==> src/rtl/lpu_pkg.sv <==
package lpu_pkg;
    localparam int OVS = 16;

    localparam int OFS_CTRL   = 'h00;
    localparam int OFS_STAT   = 'h08;
    localparam int OFS_CLKDIV = 'h0C;
    localparam int OFS_RXD    = 'h1C;
    localparam int OFS_TXD    = 'h28;
    localparam int OFS_IFLAG  = 'h2C;
    localparam int OFS_ICLR   = 'h34;
    localparam int OFS_IEN    = 'h38;
    localparam int OFS_FRZ    = 'h40;
    localparam int OFS_SYNC   = 'h44;

    typedef enum logic [2:0] {TX_IDLE, TX_START, TX_DATA, TX_PAR, TX_STOP} tx_state_e;
    typedef enum logic [2:0] {RX_IDLE, RX_START, RX_DATA, RX_PAR, RX_STOP, RX_BREAK} rx_state_e;
endpackage

==> src/rtl/lpu_baud.sv <==
module lpu_baud #(
    parameter int DIV_W = 12,
    parameter int LSB   = 3,
    parameter int FRAC  = 8
) (
    input  logic             clk,
    input  logic             rst_n,
    input  logic [DIV_W-1:0] div,
    output logic             tick
);
    localparam int ACC_W = DIV_W + LSB + 1;
    localparam logic [ACC_W-1:0] ONE = ACC_W'(1) << FRAC;

    logic [ACC_W-1:0] acc_q, sum, step;

    assign step = {1'b0, div, {LSB{1'b0}}} + ONE;
    assign sum  = acc_q + ONE;

    always_ff @(posedge clk or negedge rst_n) begin
        if (!rst_n) begin
            acc_q <= '0;
            tick  <= 1'b0;
        end else if (sum >= step) begin
            acc_q <= sum - step;
            tick  <= 1'b1;
        end else begin
            acc_q <= sum;
            tick  <= 1'b0;
        end
    end
endmodule

==> src/rtl/lpu_fifo.sv <==
module lpu_fifo #(
    parameter int DEPTH = 4,
    parameter int W     = 8
) (
    input  logic                         clk,
    input  logic                         rst_n,
    input  logic                         push,
    input  logic [W-1:0]                 din,
    input  logic                         pop,
    output logic [W-1:0]                 dout,
    output logic                         empty,
    output logic                         full,
    output logic [$clog2(DEPTH+1)-1:0]   count
);
    localparam int PTR_W = (DEPTH > 1) ? $clog2(DEPTH) : 1;
    localparam int CNT_W = $clog2(DEPTH + 1);

    logic [W-1:0]     mem_q [DEPTH];
    logic [PTR_W-1:0] rd_q, wr_q;
    logic             do_push, do_pop;

    assign empty   = (count == '0);
    assign full    = (count == CNT_W'(DEPTH));
    assign do_push = push && !full;
    assign do_pop  = pop && !empty;
    assign dout    = mem_q[rd_q];

    always_ff @(posedge clk or negedge rst_n) begin
        if (!rst_n) begin
            rd_q  <= '0;
            wr_q  <= '0;
            count <= '0;
            for (int i = 0; i < DEPTH; i++) mem_q[i] <= '0;
        end else begin
            if (do_push) begin
                mem_q[wr_q] <= din;
                wr_q <= (wr_q == PTR_W'(DEPTH - 1)) ? '0 : wr_q + 1'b1;
            end
            if (do_pop) rd_q <= (rd_q == PTR_W'(DEPTH - 1)) ? '0 : rd_q + 1'b1;
            if (do_push && !do_pop)      count <= count + 1'b1;
            else if (do_pop && !do_push) count <= count - 1'b1;
        end
    end
endmodule

==> src/rtl/lpu_tx.sv <==
module lpu_tx
    import lpu_pkg::*;
#(
    parameter int DW = 8
) (
    input  logic          clk,
    input  logic          rst_n,
    input  logic          tick,
    input  logic          load,
    input  logic [DW-1:0] data,
    input  logic          par_en,
    input  logic          par_odd,
    input  logic          two_stop,
    output logic          txd,
    output logic          take,
    output logic          done,
    output logic          busy
);
    localparam int OS_W  = $clog2(OVS);
    localparam int BIT_W = $clog2(DW);

    tx_state_e        st_q, st_d;
    logic [OS_W-1:0]  os_q;
    logic [BIT_W-1:0] idx_q;
    logic [DW-1:0]    sh_q;
    logic             pbit_q, pen_q, two_q, stop2_q;
    logic             bit_end, last_stop;

    assign bit_end   = tick && (os_q == OS_W'(OVS - 1));
    assign last_stop = !two_q || stop2_q;

    always_ff @(posedge clk or negedge rst_n) begin
        if (!rst_n) st_q <= TX_IDLE;
        else        st_q <= st_d;
    end

    always_comb begin
        st_d = st_q;
        unique case (st_q)
            TX_IDLE:  if (load) st_d = TX_START;
            TX_START: if (bit_end) st_d = TX_DATA;
            TX_DATA:  if (bit_end && idx_q == BIT_W'(DW - 1)) st_d = pen_q ? TX_PAR : TX_STOP;
            TX_PAR:   if (bit_end) st_d = TX_STOP;
            TX_STOP:  if (bit_end && last_stop) st_d = TX_IDLE;
            default:  st_d = TX_IDLE;
        endcase
    end

    always_ff @(posedge clk or negedge rst_n) begin
        if (!rst_n) begin
            os_q <= '0; idx_q <= '0; sh_q <= '0;
            pbit_q <= 1'b0; pen_q <= 1'b0; two_q <= 1'b0; stop2_q <= 1'b0;
        end else if (st_q == TX_IDLE) begin
            os_q <= '0; idx_q <= '0; stop2_q <= 1'b0;
            if (load) begin
                sh_q   <= data;
                pbit_q <= (^data) ^ par_odd;
                pen_q  <= par_en;
                two_q  <= two_stop;
            end
        end else begin
            if (tick) os_q <= os_q + 1'b1;
            if (bit_end && st_q == TX_DATA) begin
                sh_q  <= sh_q >> 1;
                idx_q <= idx_q + 1'b1;
            end
            if (bit_end && st_q == TX_STOP) stop2_q <= 1'b1;
        end
    end

    always_comb begin
        txd  = 1'b1;
        take = 1'b0;
        done = 1'b0;
        busy = (st_q != TX_IDLE);
        unique case (st_q)
            TX_IDLE:  take = load;
            TX_START: txd = 1'b0;
            TX_DATA:  txd = sh_q[0];
            TX_PAR:   txd = pbit_q;
            TX_STOP:  done = bit_end && last_stop;
            default:  txd = 1'b1;
        endcase
    end
endmodule

==> src/rtl/lpu_rx.sv <==
module lpu_rx
    import lpu_pkg::*;
#(
    parameter int DW = 8
) (
    input  logic          clk,
    input  logic          rst_n,
    input  logic          tick,
    input  logic          rxd,
    input  logic          par_en,
    input  logic          par_odd,
    output logic          push,
    output logic [DW-1:0] data,
    output logic          par_err,
    output logic          frm_err
);
    localparam int OS_W  = $clog2(OVS);
    localparam int BIT_W = $clog2(DW);

    rx_state_e        st_q, st_d;
    logic [OS_W-1:0]  os_q;
    logic [BIT_W-1:0] idx_q;
    logic [DW-1:0]    sh_q;
    logic             pbit_q, mid, half, mismatch;

    assign mid      = tick && (os_q == OS_W'(OVS - 1));
    assign half     = tick && (os_q == OS_W'(OVS / 2 - 1));
    assign mismatch = par_en && (pbit_q != ((^sh_q) ^ par_odd));
    assign data     = sh_q;

    always_ff @(posedge clk or negedge rst_n) begin
        if (!rst_n) st_q <= RX_IDLE;
        else        st_q <= st_d;
    end

    always_comb begin
        st_d = st_q;
        unique case (st_q)
            RX_IDLE:  if (!rxd) st_d = RX_START;
            RX_START: if (half) st_d = rxd ? RX_IDLE : RX_DATA;
            RX_DATA:  if (mid && idx_q == BIT_W'(DW - 1)) st_d = par_en ? RX_PAR : RX_STOP;
            RX_PAR:   if (mid) st_d = RX_STOP;
            RX_STOP:  if (mid) st_d = rxd ? RX_IDLE : RX_BREAK;
            RX_BREAK: if (rxd) st_d = RX_IDLE;
            default:  st_d = RX_IDLE;
        endcase
    end

    always_ff @(posedge clk or negedge rst_n) begin
        if (!rst_n) begin
            os_q <= '0; idx_q <= '0; sh_q <= '0; pbit_q <= 1'b0;
        end else begin
            case (st_q)
                RX_IDLE: begin
                    os_q  <= '0;
                    idx_q <= '0;
                end
                RX_START: if (tick) os_q <= half ? '0 : os_q + 1'b1;
                RX_DATA: begin
                    if (tick) os_q <= os_q + 1'b1;
                    if (mid) begin
                        sh_q  <= {rxd, sh_q[DW-1:1]};
                        idx_q <= idx_q + 1'b1;
                    end
                end
                RX_PAR: begin
                    if (tick) os_q <= os_q + 1'b1;
                    if (mid) pbit_q <= rxd;
                end
                RX_STOP: if (tick) os_q <= os_q + 1'b1;
                default: os_q <= '0;
            endcase
        end
    end

    always_comb begin
        push    = 1'b0;
        par_err = 1'b0;
        frm_err = 1'b0;
        unique case (st_q)
            RX_STOP: begin
                push    = mid && rxd && !mismatch;
                par_err = mid && rxd && mismatch;
                frm_err = mid && !rxd;
            end
            default: push = 1'b0;
        endcase
    end
endmodule

==> src/rtl/lpu_uart.sv <==
module lpu_uart
    import lpu_pkg::*;
#(
    parameter int ADDR_W     = 8,
    parameter int FIFO_DEPTH = 4,
    parameter int DIV_W      = 12
) (
    input  logic              clk,
    input  logic              rst_n,
    input  logic              bus_sel,
    input  logic              bus_wr,
    input  logic [ADDR_W-1:0] bus_addr,
    input  logic [31:0]       bus_wdata,
    output logic [31:0]       bus_rdata,
    input  logic              rxd_i,
    output logic              txd_o,
    output logic              irq_o
);
    localparam int DIV_LSB = 3;
    localparam int CNT_W   = $clog2(FIFO_DEPTH + 1);

    logic [2:0]       ctrl_q;
    logic [DIV_W-1:0] clkdiv_q;
    logic [2:0]       ien_q;
    logic             txc_q, rxf_q, ovf_q, perr_q, ferr_q;
    logic             hold_v, rxd_m, rxd_s;
    logic [7:0]       hold_d, rx_data, fifo_dout;
    logic             tick, take, tx_done, tx_busy;
    logic             rx_push, rx_perr, rx_ferr;
    logic             rx_empty, rx_full, rx_pop;
    logic [CNT_W-1:0] fifo_cnt;
    logic             wr, rd;

    assign wr     = bus_sel && bus_wr;
    assign rd     = bus_sel && !bus_wr;
    assign rx_pop = rd && (bus_addr == ADDR_W'(OFS_RXD));

    lpu_baud #(.DIV_W(DIV_W), .LSB(DIV_LSB), .FRAC(8)) u_baud (
        .clk(clk), .rst_n(rst_n), .div(clkdiv_q), .tick(tick));

    lpu_tx #(.DW(8)) u_tx (
        .clk(clk), .rst_n(rst_n), .tick(tick), .load(hold_v), .data(hold_d),
        .par_en(ctrl_q[1]), .par_odd(ctrl_q[1] & ctrl_q[0]), .two_stop(ctrl_q[2]),
        .txd(txd_o), .take(take), .done(tx_done), .busy(tx_busy));

    lpu_rx #(.DW(8)) u_rx (
        .clk(clk), .rst_n(rst_n), .tick(tick), .rxd(rxd_s),
        .par_en(ctrl_q[1]), .par_odd(ctrl_q[1] & ctrl_q[0]),
        .push(rx_push), .data(rx_data), .par_err(rx_perr), .frm_err(rx_ferr));

    lpu_fifo #(.DEPTH(FIFO_DEPTH), .W(8)) u_fifo (
        .clk(clk), .rst_n(rst_n), .push(rx_push), .din(rx_data), .pop(rx_pop),
        .dout(fifo_dout), .empty(rx_empty), .full(rx_full), .count(fifo_cnt));

    always_ff @(posedge clk or negedge rst_n) begin
        if (!rst_n) begin
            rxd_m <= 1'b1;
            rxd_s <= 1'b1;
        end else begin
            rxd_m <= rxd_i;
            rxd_s <= rxd_m;
        end
    end

    always_ff @(posedge clk or negedge rst_n) begin
        if (!rst_n) begin
            ctrl_q <= '0; clkdiv_q <= '0; ien_q <= '0;
            hold_v <= 1'b0; hold_d <= '0;
            txc_q <= 1'b1; rxf_q <= 1'b0; ovf_q <= 1'b0; perr_q <= 1'b0; ferr_q <= 1'b0;
        end else begin
            if (take) hold_v <= 1'b0;
            if (tx_done && !hold_v) txc_q <= 1'b1;
            if (wr) begin
                case (bus_addr)
                    ADDR_W'(OFS_CTRL):   ctrl_q   <= bus_wdata[4:2];
                    ADDR_W'(OFS_CLKDIV): clkdiv_q <= bus_wdata[DIV_W+DIV_LSB-1:DIV_LSB];
                    ADDR_W'(OFS_IEN):    ien_q    <= bus_wdata[2:0];
                    ADDR_W'(OFS_TXD): if (!hold_v) begin
                        hold_v <= 1'b1;
                        hold_d <= bus_wdata[7:0];
                        txc_q  <= 1'b0;
                    end
                    ADDR_W'(OFS_ICLR): begin
                        rxf_q <= 1'b0;
                        if (bus_wdata[3]) ovf_q  <= 1'b0;
                        if (bus_wdata[4]) perr_q <= 1'b0;
                        if (bus_wdata[5]) ferr_q <= 1'b0;
                    end
                    default: ;
                endcase
            end
            if (rx_push && !rx_full) rxf_q  <= 1'b1;
            if (rx_push && rx_full)  ovf_q  <= 1'b1;
            if (rx_perr)             perr_q <= 1'b1;
            if (rx_ferr)             ferr_q <= 1'b1;
        end
    end

    assign irq_o = (ien_q[2] && !rx_empty) || ien_q[1] || ien_q[0];

    always_comb begin
        bus_rdata = '0;
        if (rd) begin
            case (bus_addr)
                ADDR_W'(OFS_CTRL):   bus_rdata = {27'd0, ctrl_q, 2'b00};
                ADDR_W'(OFS_STAT):   bus_rdata = {26'd0, !rx_empty, !hold_v, 4'd0};
                ADDR_W'(OFS_CLKDIV): bus_rdata = 32'({clkdiv_q, {DIV_LSB{1'b0}}});
                ADDR_W'(OFS_RXD):    bus_rdata = rx_empty ? 32'd0 : {24'd0, fifo_dout};
                ADDR_W'(OFS_IFLAG):  bus_rdata = {26'd0, ferr_q, perr_q, ovf_q, rxf_q, !hold_v, txc_q};
                ADDR_W'(OFS_IEN):    bus_rdata = {29'd0, ien_q};
                default:             bus_rdata = '0;
            endcase
        end
    end
endmodule

==> config.mk <==
export PLATFORM = sky130hd
export DESIGN_NAME = lpu_uart
export DESIGN_NICKNAME = d
export VERILOG_FILES = /design/src/rtl/lpu_pkg.sv /design/src/rtl/lpu_baud.sv /design/src/rtl/lpu_fifo.sv /design/src/rtl/lpu_tx.sv /design/src/rtl/lpu_rx.sv /design/src/rtl/lpu_uart.sv
export SDC_FILE = /design/constraint.sdc
export NUM_CORES = 1
export LEC_CHECK = 0
export ABC_AREA = 1
export BUFFER_PORTS_ARGS = -buffer_cell sky130_fd_sc_hd__buf_2
export CAP_MARGIN = 5
export CORE_MARGIN = 5
export CORE_UTILIZATION = 55
export DETAILED_ROUTE_END_ITERATION = 8
export GPL_TIMING_DRIVEN = 0
export PLACE_DENSITY = 0.75
export SYNTH_ARGS = -nofsm -noshare
export SYNTH_HDL_FRONTEND = slang
export SYNTH_HIERARCHICAL = 1
export SYNTH_SLANG_ARGS = --single-unit
==> constraint.sdc <==
create_clock -name clk -period 3 [get_ports clk]
set_input_delay 0.9 -clock clk [delete_from_list [all_inputs] [get_ports clk]]
set_output_delay 0.9 -clock clk [all_outputs]
set_load 0.02 [all_outputs]
### Yosys cells after proc, flatten, opt, wreduce, memory -nomap -nowiden

Cells that the tools add are included.

* add/subtract/negate cells: 11
* $lt $le $gt $ge: 4
* equality and inequality tests: 39
* mux-type cells: 76
* bitwise gates (word level): 6
* reduce and logical (&&, ||, !) cells: 75

Operators by type and width (count)
* 15-bit case mux with 6 select lines: 1
* 3-bit two-way mux: 19
* 8-bit two-way mux: 7
* 32-bit bitwise mux: 1
* 8-bit by 6-bit equality test with 1-bit output, second input constant: 4
* 32-bit two-way mux: 1
* 2-bit nonzero test: 16
* 1-bit two-way mux: 31
* 1-bit logical AND: 24
* 4-bit two-way mux: 5
* 2-bit by 1-bit inequality test with 1-bit output, second input constant: 10
* 2-bit AND reduction: 10
* 3-bit equality test, second input constant: 6
* 3-bit case mux with 6 select lines: 1
* 15-bit by 9-bit adder with 16-bit output, second input constant: 1
* 16-bit by 9-bit adder with 16-bit output, second input constant: 1
* 8-bit binary-select mux with 2-bit select: 1
* 8-bit demux with 2-bit select: 1
* 8-bit by 4-bit equality test with 1-bit output, second input constant: 2
* 16-bit greater-or-equal comparator: 1
* 16-bit two-way mux: 1
* 8-bit parity: 2
* 16-bit subtractor: 1
* 3-bit case mux with 5 select lines: 1
* other kinds (30): 63

* register bits: 131
* output and inout bits: 34
* word-level logic and storage cells: 245

### Logic depth before layout (Yosys ltp)

Gate-level depths: netlist of the first run.

* word-level depth: 12
* mapped depth: 22

### Cells and area by module

Netlist of the first run, hierarchy kept.

By module, submodules not included
* lpu_fifo: times used 1, cells each 256, area an instance 2089.5 µm², sequential area each 975.9 µm²
* lpu_uart: times used 1, cells each 273, area an instance 2055.7 µm², sequential area each 854.6 µm²
* lpu_baud: times used 1, cells each 255, area an instance 1625.3 µm², sequential area each 350.3 µm²
* lpu_tx: times used 1, cells each 177, area an instance 1333.8 µm², sequential area each 550.5 µm²
* lpu_rx: times used 1, cells each 156, area an instance 1177.4 µm², sequential area each 475.5 µm²

### Least setup slack after synthesis of the first run

OpenSTA, ideal clock, no wires.

* path kind: input port to output port
* start: in bus_addr[7]
* end: out bus_rdata[6]
* arrival: 1.874 ns
* data required time: 2.100 ns
* slack: 0.226 ns
* stages: 8
* path buffers: 1
* path through: nor2_4 > nand2_4 > nor2_8 > buf_8 > nand2_2 > nand2_1 > inv_1 > nor2_1

* cells in the longest elaborated chain, start to end: 3

RTL lines
* from (decl): line lpu_uart.sv:12 `input logic [ADDR_W-1:0] bus_addr,`
* 8-bit by 6-bit equality test with 1-bit output, or another cell as far along: line lpu_uart.sv:104 `case (bus_addr)`
* 15-bit case mux with 6 select lines (*): line lpu_uart.sv:104
* 32-bit two-way mux (*): line lpu_uart.sv:103 `if (rd) begin`
* to (decl): line lpu_uart.sv:14 `output logic [31:0] bus_rdata,`

Mark *: on every way between the ends. The rest lies on a longest branch, timed or not.

### Final worst setup path of the first run

* start: in bus_addr[0]
* end: out bus_rdata[11]

The elaborated chain is that of the path after synthesis.

==> key figures, run 1 <==
GRT
  • Largest net degree at the start of global routing: just under 90
  • First-pass GRT wire length: about 32000 um
  • Gr ovfl total: 0
  • Vias in the first global route: ~6900
  • Gr usage total: 0.225
  • Initial antenna violation count: 0

CTS
  • Clk root buf: clkbuf_16
  • CTS tree: built
  • Max Buffers Root-to-Sink: 2
  • # hold bufs at CTS: 0
  • Clock-pin slew on the worst setup and hold paths: ~0.050 ns
  • CTS buffer count: 17
  • CTS H-tree lvls: 4
  • Sink Count: ~130
  • Clock latency on the worst-skew pair: roughly 0.42 ns

Floorplanning
  • Die ar.: roughly 18000 um^2
  • Core footprint: around 15000 um^2
  • Starting Density: 0.566
  • Die width: about 130 um
  • Chip height: approximately 130 um
  • Row cnt: 44
  • IO Pins: between 70 and 80

Timing
  • Clk_skew: around 0.0060 ns
  • RSZ-0062 raised after global routing: true
  • Fin crit share: 1.01
  • Final hold violation count: 0
  • Post-route minimum period: 3.03 ns
  • Setup-failing EPs final: 3
  • Fin. max-slew vios: 0
  • WHS: roughly 0.35 ns
  • Fmax: between 300 and 400 MHz
  • Fin worst setup slack: -0.0321 ns

Synth
  • Sequential area share after synthesis: 0.387
  • #FFs+latches synth: ~130
  • Post-Synthesis Cells: approximately 1100
  • Synth Area in Compound Gates: 0.0798
  • Xor/xnor cell area share of the yosys netlist: 0.0222
  • Post-Synth Simple-Gate Area: 0.354
  • Multiplexer share of the synthesized area: 0
  • Area contributors post-synth: dfrtp_1 38%, nand2_1 18%, inv_1 6.3%, nand4_1 4.2%, ha_1 4.1%
  • Syn Std Cell Area: ~8300 um^2
  • Synth area leader: dfrtp_1
  • Synth warnings: 6
  • Main combinational cell family by area after synthesis: simple AND/OR/NAND/NOR gates
  • Synth cell types: 46
  • Post-synth top area share: 0.378
  • Adder-cell share of the synthesized area: 0.0456
  • Mean area per synthesized cell: 7.41 um^2

Detailed routing
  • Post-route DRC: 0
  • Drt total wl: 19600 um
  • DRT Pass-1 Iters: 5
  • Post-route ant nets: 0
  • DRT iter0 DRCs: between 500 and 600
  • Via count: 7420
  • Drt wl/cell: between 10 and 15 um
  • Routed vias/inst: between 5 and 6

Layout
  • Fin cells: 1404
  • Diode count: 0
  • Final Util: 0.658
  • Layout area overhead: 16.4%
  • # nets final: 1281
  • Layout cells sized above 1: 0.185

Pwr
  • Cell area power density: ~730 nW/um^2
  • Leak pwr: between 5 and 6 nW
  • Peak VDD IR: 0.426 mV

Placed design
  • RD Place Congestion: 0.941
  • Port Buffer Count: 44
  • Placed cell count: ~1400
  • DP HPWL: 14200 um

Setup path
  • Worst Path Required: around 2.1 ns
  • Worst Path Arrival: between 2 and 2.5 ns
  • Top fanout value on the critical path: 7
  • Worst Setup End Kind: primary output
  • RR Endpoint: u_fifo/count[2]$_DFFE_PN0P_
  • R2R Path Start: u_rx/os_q[0]$_DFFE_PN0P_
  • Setup crit end: bus_rdata[11]
  • CP Launch Point: bus_addr[0]
  • Crit path kind: in2out
  • Worst reg2reg path depth: 17
  • Crit start category: primary input
  • Reg2reg setup slack: roughly 0.14 ns

Run status
  • Status: complete, but fails checks
  • Failing checks: negative setup slack

Worst hold path
  • Hold crit path type: reg2reg

Run
  • Max cap viols: 0
-- routing by layer --
layer  track usage  vias up  wire [um]
met1         0.292     3483       8600
met3        0.0364       33        880
met4        0.0953        0        413
met2         0.374      186       9680
met5             0        -          0
li1              -     3718          -
-- through the flow --
step           instance area [um^2]  worst slack [ns]  total power, mW  setup TNS, ns
2_1_floorplan                  8340             0.226             4.36              0
3_3_place_gp                   8790            -0.722             4.87         -88.66
3_5_place_dp                   8830           -0.0975             4.93         -0.280
4_1_cts                        9480           0.00233             7.07              0
5_1_grt                        9640           -0.0913             7.61         -0.681
6_report                       9640           -0.0321             7.07        -0.0475
-- cell families after synthesis --
| logic type | count (synthesis) |
|---|---|
| adders and majority gates | 29 |
| xor gates and xnor gates | 21 |
| other | 1 |
| DFF | 128 |
| AOI/OAI and AO/OA | 106 |
| and+or+nand+nor | 635 |
| buffers and inverters | 197 |
-- critical path, stage by stage --
cell	delay, ns
buf_6	0.10
nor2_4	0.17
nand2_4	0.11
nor2_8	0.18
buf_12	0.14
clkinvlp_4	0.20
nor2_2	0.19
buf_6	0.14
-- repair_timing --
item,in CTS,in global routing
pin swaps,3,5
endpoints found under the setup margin,11,17
setup buffers,4,7
gates resized for setup,7,39
-- placed cells by master, fill, tap and decap left out, types with 6 or more instances in the layout --
| cell type | Yosys | layout |
|---|---|---|
| nand2_1 | 393 | 393 |
| inv_1 | 139 | 137 |
| dfrtp_1 | 125 | 122 |
| nand3_1 | 64 | 63 |
| nor2_1 | 64 | 57 |
| nand4_1 | 56 | 56 |
| o21ai_0 | 42 | 41 |
| buf_4 | 19 | 40 |
| buf_2 | 15 | 38 |
| ha_1 | 27 | 27 |
| a21oi_1 | 21 | 20 |
| conb_1 | 1 | 17 |
| clkbuf_16 | 0 | 17 |
| buf_6 | 8 | 16 |
| nor2_4 | 12 | 14 |
| nor2_2 | 8 | 13 |
| xor2_1 | 13 | 13 |
| o21ai_2 | 12 | 12 |
| inv_2 | 10 | 11 |
| nand2_4 | 9 | 9 |
| o211ai_1 | 9 | 9 |
| nand2_2 | 8 | 8 |
| a31oi_1 | 8 | 8 |
| o21ai_1 | 7 | 8 |
| xnor2_1 | 8 | 8 |
| nand3_2 | 5 | 6 |
| clkbuf_8 | 0 | 6 |
-- worst min-delay path by stage --
stage | start | end | slack [ns] | cells after the start
after floorplan | rxd_m$_DFF_PN1_ | rxd_s$_DFF_PN1_ | 0.35 | 0
after global placement | rxd_m$_DFF_PN1_ | rxd_s$_DFF_PN1_ | 0.35 | 0
after detailed placement | rxd_m$_DFF_PN1_ | rxd_s$_DFF_PN1_ | 0.35 | 0
after CTS | rxd_m$_DFF_PN1_ | rxd_s$_DFF_PN1_ | 0.35 | 0
after global routing | rxd_m$_DFF_PN1_ | rxd_s$_DFF_PN1_ | 0.36 | 0
final | rxd_m$_DFF_PN1_ | rxd_s$_DFF_PN1_ | 0.35 | 0
-- final cells by class --
type	instances	area [um^2]
tap	184	230
inverter	150	567
buffer	46	374
sequential	128	3210
timing repair buffer	56	393
clock buffer	23	508
clock inverter	9	104
fill	1275	5000
multi-input combinational	808	4250
-- power breakdown --
part,internal (mW),switching (mW)
Clock,1.35,0.764
Sequential,1.96,0.200
Combinational,1.01,1.78
Total,4.33,2.74
-- flip-flops by register name, summed over array words and instances (netlist names), 4 cells and up --
| signal | count |
|---|---|
| u_rx/data | 8 |
| u_rx/os_q | 4 |
| u_tx/sh_q | 8 |
| u_fifo/mem_q | 32 |
| hold_d | 8 |
| u_baud/acc_q | 13 |
| u_tx/os_q | 4 |
| clkdiv_q | 12 |
-- cells in the mapped netlist, drive strengths merged --
| cell type | count |
|---|---|
| a211o | 1 |
| a21oi | 22 |
| a31oi | 9 |
| and3 | 1 |
| buf | 44 |
| clkbuf | 3 |
| clkinv | 1 |
| conb | 1 |
| dfrtp | 125 |
| dfstp | 3 |
| fa | 2 |
| ha | 27 |
| inv | 149 |
| nand2 | 411 |
| nand3 | 71 |
| nand3b | 5 |
| nand4 | 57 |
| nor2 | 85 |
| nor3 | 3 |
| o211ai | 10 |
| o21ai | 62 |
| o22ai | 1 |
| o31ai | 1 |
| or2 | 2 |
| xnor2 | 8 |
| xor2 | 13 |
(Power assumes the default switching activity.)
==> run 2, diff against run 1 <==
--- a/config.mk
+++ b/config.mk
@@ -13,6 +13,7 @@
 export DETAILED_ROUTE_END_ITERATION = 8
 export GPL_TIMING_DRIVEN = 0
 export PLACE_DENSITY = 0.75
+export SETUP_SLACK_MARGIN = 0.02
 export SYNTH_ARGS = -nofsm -noshare
 export SYNTH_HDL_FRONTEND = slang
 export SYNTH_HIERARCHICAL = 1
==> key figures, run 2 (synthesized netlist as in run 1, its figures left out) <==
Setup path
  • Top fanout value on the critical path: 7
  • Worst Path Required: between 2 and 2.5 ns
  • Worst Path Arrival: roughly 2.1 ns
  • Worst Setup End Kind: primary output
  • Crit path kind: in2out
  • Reg2reg setup slack: roughly 0.14 ns
  • Crit start category: primary input

Timing
  • Clk_skew: slightly above 0.006 ns
  • Setup-failing EPs final: 1
  • RSZ-0062 raised after global routing: true
  • Fin crit share: 1.00
  • Fin worst setup slack: -0.00165 ns
  • Fmax: between 300 and 400 MHz
  • Setup TNS: -0.00165 ns
  • Final hold violation count: 0
  • Fin. max-slew vios: 0
  • Post-route minimum period: 3.00 ns

Detailed routing
  • DRT iter0 DRCs: 623
  • Via count: approximately 7500
  • Drt total wl: between 15000 and 20000 um
  • Routed vias/inst: 5.30
  • Drt wl/cell: ~14 um
  • Post-route ant nets: 0
  • Post-route DRC: 0
  • DRT Pass-1 Iters: 6

GRT
  • Gr ovfl total: 0
  • Vias in the first global route: ~6900
  • First-pass GRT wire length: 32600 um
  • Initial antenna violation count: 0
  • Largest net degree at the start of global routing: just under 90
  • Gr usage total: 0.225

Floorplanning
  • Die ar.: approximately 18000 um^2
  • Row cnt: 44
  • IO Pins: just under 80
  • Chip height: 133 um
  • Core footprint: ~15000 um^2
  • Die width: 133 um
  • Starting Density: 0.566

CTS
  • CTS tree: built
  • Max Buffers Root-to-Sink: 2
  • Clk root buf: clkbuf_16
  • Sink Count: roughly 130
  • CTS buffer count: 17
  • CTS H-tree lvls: 4
  • Clock latency on the worst-skew pair: ~0.42 ns
  • Clock-pin slew on the worst setup and hold paths: about 0.050 ns

Placed design
  • RD Place Congestion: around 0.94
  • Pre-CTS WS: -0.0975 ns
  • Port Buffer Count: 44
  • DP HPWL: approximately 14000 um

Pwr
  • Peak VDD IR: 0.424 mV
  • Leak pwr: between 5 and 6 nW
  • Cell area power density: 722 nW/um^2

Worst hold path
  • Hold crit path type: reg2reg

Layout
  • Fill cell count: between 1000 and 1500
  • Max reg flops: 32
  • Layout area overhead: 18.4%
  • Diode count: 0
  • Commonest non-fill, non-tap cell in the layout: nand2_1
  • Most frequent cells in the layout: 390 x nand2_1, 136 x inv_1, 123 x dfrtp_1
  • Layout cells sized above 1: 0.196
  • # nets final: around 1300
  • Top reg by flops: u_fifo/mem_q
  • Biggest regs: u_fifo/mem_q x32, u_baud/acc_q x13, clkdiv_q x12

Run status
  • Failing checks: negative setup slack
  • Status: complete, but fails checks

Run
  • Max cap viols: 0
-- run 2: changes by cell type in the layout (fill, tap and decap cells not counted), sizes merged --
cell / previous run / this run
buf: 97 / 106
clkbuf: 28 / 27
-- run 2: critical path: stages --
cell and delay, ns:
buf_8 0.10, nor2_4 0.16, nand2_4 0.10, nor2_8 0.17
buf_8 0.14, clkinvlp_4 0.21, nor2_2 0.19, buf_6 0.13
-- run 2: stage by stage --
| step | std cells | util | hold WS, ns | total power, mW | area, um^2 |
|---|---|---|---|---|---|
| final | 1412 | 0.669 | 0.355 | 7.07 | 9800 |
| after global routing | 1412 | 0.669 | 0.360 | 7.61 | 9800 |
| after CTS | 1400 | 0.649 | 0.355 | 7.07 | 9500 |
| after detailed placement | 1362 | 0.603 | 0.347 | 4.93 | 8830 |
| after global placement | 1361 | 0.600 | 0.347 | 4.87 | 8790 |
| after floorplan | 1133 | - | 0.345 | 4.36 | 8340 |
-- run 2: per-layer routing --
metal  track usage  share of wire  wire length, um  vias up
li1              -              -                -     3735
met1         0.294           0.43             8630     3527
met2         0.376           0.49             9850      189
met3        0.0361          0.051             1020       33
met4        0.0924          0.023              461        0
met5             0              0                0        -
-- run 2: worst paths after layout --
kind / from / cells after the start / endpoint
worst min register to register: rxd_m$_DFF_PN1_ / 0 / rxd_s$_DFF_PN1_
worst min-delay path: rxd_m$_DFF_PN1_ / 0 / rxd_s$_DFF_PN1_
min in group asynchronous: rst_n / 1 / u_tx/st_q[0]$_DFFE_PN0P_
worst max register to register: u_rx/os_q[0]$_DFFE_PN0P_ / 17 / u_fifo/count[2]$_DFFE_PN0P_
max in group asynchronous: rst_n / 2 / rxd_s$_DFF_PN1_
worst max-delay path: bus_addr[7] / 8 / bus_rdata[14]
-- run 2: where the power goes --
part	internal, mW	switching (mW)
Sequential	1.96	0.200
Combinational	1.02	1.78
Clock	1.35	0.758
Total	4.33	2.74
-- run 2: repair_timing --
item / in CTS / in global routing
gates resized for setup: 8 / 65
gates cloned: 0 / 1
pin swaps: 4 / 20
setup endpoints to repair: 11 / 14
setup buffers: 6 / 11
hold buffers: 0 / 0
-- run 2: layout make-up --
class | count | area [um^2] | area share
multi-input combinational | 808 | 4290 | 0.438
sequential | 128 | 3210 | 0.327
inverter | 150 | 567 | 0.0578
clock buffer | 23 | 508 | 0.0518
timing repair buffer | 63 | 505 | 0.0516
buffer | 47 | 388 | 0.0396
tap | 184 | 230 | 0.0235
clock inverter | 9 | 104 | 0.0106
==> run 3, diff against run 2 <==
--- a/config.mk
+++ b/config.mk
@@ -11,7 +11,6 @@
 export CORE_MARGIN = 5
 export CORE_UTILIZATION = 55
 export DETAILED_ROUTE_END_ITERATION = 8
-export GPL_TIMING_DRIVEN = 0
 export PLACE_DENSITY = 0.75
 export SETUP_SLACK_MARGIN = 0.02
 export SYNTH_ARGS = -nofsm -noshare
==> constraint.sdc (replaced) <==
create_clock -name clk -period 3 [get_ports clk]
set_input_delay 0.6 -clock clk [delete_from_list [all_inputs] [get_ports clk]]
set_output_delay 0.6 -clock clk [all_outputs]
set_load 0.02 [all_outputs]
==> key figures, run 3 (synthesized netlist as in run 1, its figures left out) <==
Pwr
  • Clock power frac: 0.294
  • Peak VDD IR: 0.475 mV
  • Pint: 4.15 mW
  • Combinational power share: 0.398
  • Cell area power density: between 700 and 800 nW/um^2
  • Sw frac: 0.403
  • Seq pwr share: 0.307
  • Sw power: roughly 2.8 mW
  • Leak pwr: ~4.9 nW

Setup path
  • Worst Path Required: ~2.4 ns
  • Crit path kind: reg2out
  • Crit start category: flip-flop
  • Top fanout value on the critical path: 18
  • Worst Path Arrival: 2.04 ns
  • Worst reg2reg path depth: 11
  • R2R Path Start: clkdiv_q[5]$_DFFE_PN0P_
  • RR Endpoint: u_baud/acc_q[13]$_DFF_PN0_
  • Reg2reg setup slack: ~0.36 ns
  • Worst Setup End Kind: primary output
  • CP Launch Point: u_fifo/rd_q[1]$_DFFE_PN0P_

Layout
  • Diode count: 0
  • Top reg by flops: u_fifo/mem_q
  • Max reg flops: 32
  • Layout area overhead: 10.2%
  • # nets final: approximately 1200
  • Commonest non-fill, non-tap cell in the layout: nand2_1
  • Final Util: 0.623
  • Biggest regs: u_fifo/mem_q x32, u_baud/acc_q x13, clkdiv_q x12
  • Most frequent cells in the layout: 393 x nand2_1, 139 x inv_1, 124 x dfrtp_1
  • Final instance area: roughly 9100 um^2
  • Layout cells sized above 1: 0.142

Timing
  • Worst-Margin Slew: roughly 0.63 ns
  • Fin worst setup slack: 0.356 ns
  • Clk_skew: around 0.0073 ns
  • Final hold violation count: 0
  • Fmax: roughly 380 MHz
  • Post-route minimum period: 2.64 ns
  • Fin crit share: 0.881
  • Max-slew headroom: 0.582
  • Setup-failing EPs final: 0
  • RSZ-0062 raised after global routing: false
  • Setup TNS: 0 ns
  • Fin. max-slew vios: 0

Floorplanning
  • Die ar.: 17600 um^2
  • Chip height: between 100 and 150 um
  • IO Pins: between 70 and 80
  • Die width: around 130 um
  • Starting Density: 0.566
  • Row cnt: 44
  • Core footprint: around 15000 um^2

CTS
  • CTS tree: built
  • CTS buffer count: 17
  • Clock-pin slew on the worst setup and hold paths: 0.06 ns
  • Clock latency on the worst-skew pair: roughly 0.43 ns
  • Max Buffers Root-to-Sink: 2
  • Clk root buf: clkbuf_16
  • # hold bufs at CTS: 0
  • Sink Count: 128
  • CTS H-tree lvls: 4

Placed design
  • RD Place Congestion: roughly 0.89
  • Port Buffer Count: 44
  • Pre-CTS WS: 0.428 ns
  • DP HPWL: 13700 um
  • Post-DP Area: around 8500 um^2

Detailed routing
  • Routed vias/inst: approximately 5.3
  • DRT iter0 DRCs: 604
  • Via count: around 7000
  • Post-route DRC: 0
  • DRT Pass-1 Iters: 5
  • Drt wl/cell: approximately 14 um
  • Post-route ant nets: 0
  • Drt total wl: about 19000 um

GRT
  • First-pass GRT wire length: between 30000 and 40000 um
  • Gr usage total: 0.223
  • Initial antenna violation count: 0
  • Vias in the first global route: 6773
  • Largest net degree at the start of global routing: 57
  • Gr ovfl total: 0

Worst hold path
  • Hold crit path type: in2async

Run
  • Max cap viols: 0

Run status
  • Status: finished clean
## run 3: critical path, stage by stage, from the launching register on
cell      delay [ns]
dfrtp_1         0.74
o211ai_1        0.20
nand2_1         0.11
inv_1           0.04
nor2_1          0.08
nand2_1         0.06
nand3_1         0.08
nor2_1          0.05
nor2_1          0.08
buf_2           0.17
## run 3: timing repair
action	4_1_cts	5_1_grt
setup endpoints to repair	0	7
setup buffers	0	0
resized for setup	0	1
## run 3: power groups by stage
stage / combinational, mW / clock [mW] / sequential (mW)
3_3_place_gp: 2.67 / 0 / 2.15
2_1_floorplan: 2.22 / 0 / 2.14
3_5_place_dp: 2.72 / 0 / 2.16
6_report: 2.77 / 2.05 / 2.14
5_1_grt: 3.17 / 2.17 / 2.16
4_1_cts: 2.74 / 2.08 / 2.14
## run 3: area by class of cell
| type | count | area, um^2 |
|---|---|---|
| clock inverters | 15 | 160 |
| flip-flops and latches | 128 | 3210 |
| repair buffers | 55 | 318 |
| fillers | 1313 | 5520 |
| clock buffers | 17 | 425 |
| inverters | 150 | 563 |
| well taps | 184 | 230 |
| multi-input cells | 808 | 4220 |
## run 3: per-layer routing
metal	share of wire	track usage
met2	0.48	0.365
met1	0.45	0.289
met3	0.046	0.0452
met4	0.025	0.0930
met5	0	0
## run 3: worst max-delay path by stage
| stage | slack, ns | endpoint |
|---|---|---|
| global placement | 0.46 | u_fifo/count[2]$_DFFE_PN0P_ |
| CTS | 0.08 | bus_rdata[4] |
| floorplan | 0.55 | u_fifo/count[2]$_DFFE_PN0P_ |
| detailed placement | 0.43 | u_fifo/count[2]$_DFFE_PN0P_ |
| global route | 0.15 | u_fifo/count[2]$_DFFE_PN0P_ |
| finish | 0.36 | bus_rdata[4] |
## run 3: metrics by stage
stage / power (mW) / cells / hold WS (ns)
finish: 6.96 / 1357 / 0.0864
global route: 7.50 / 1357 / 0.0997
CTS: 6.95 / 1357 / 0.0860
detailed placement: 4.88 / 1325 / 0.347
global placement: 4.82 / 1325 / 0.346
floorplan: 4.36 / 1133 / 0.304
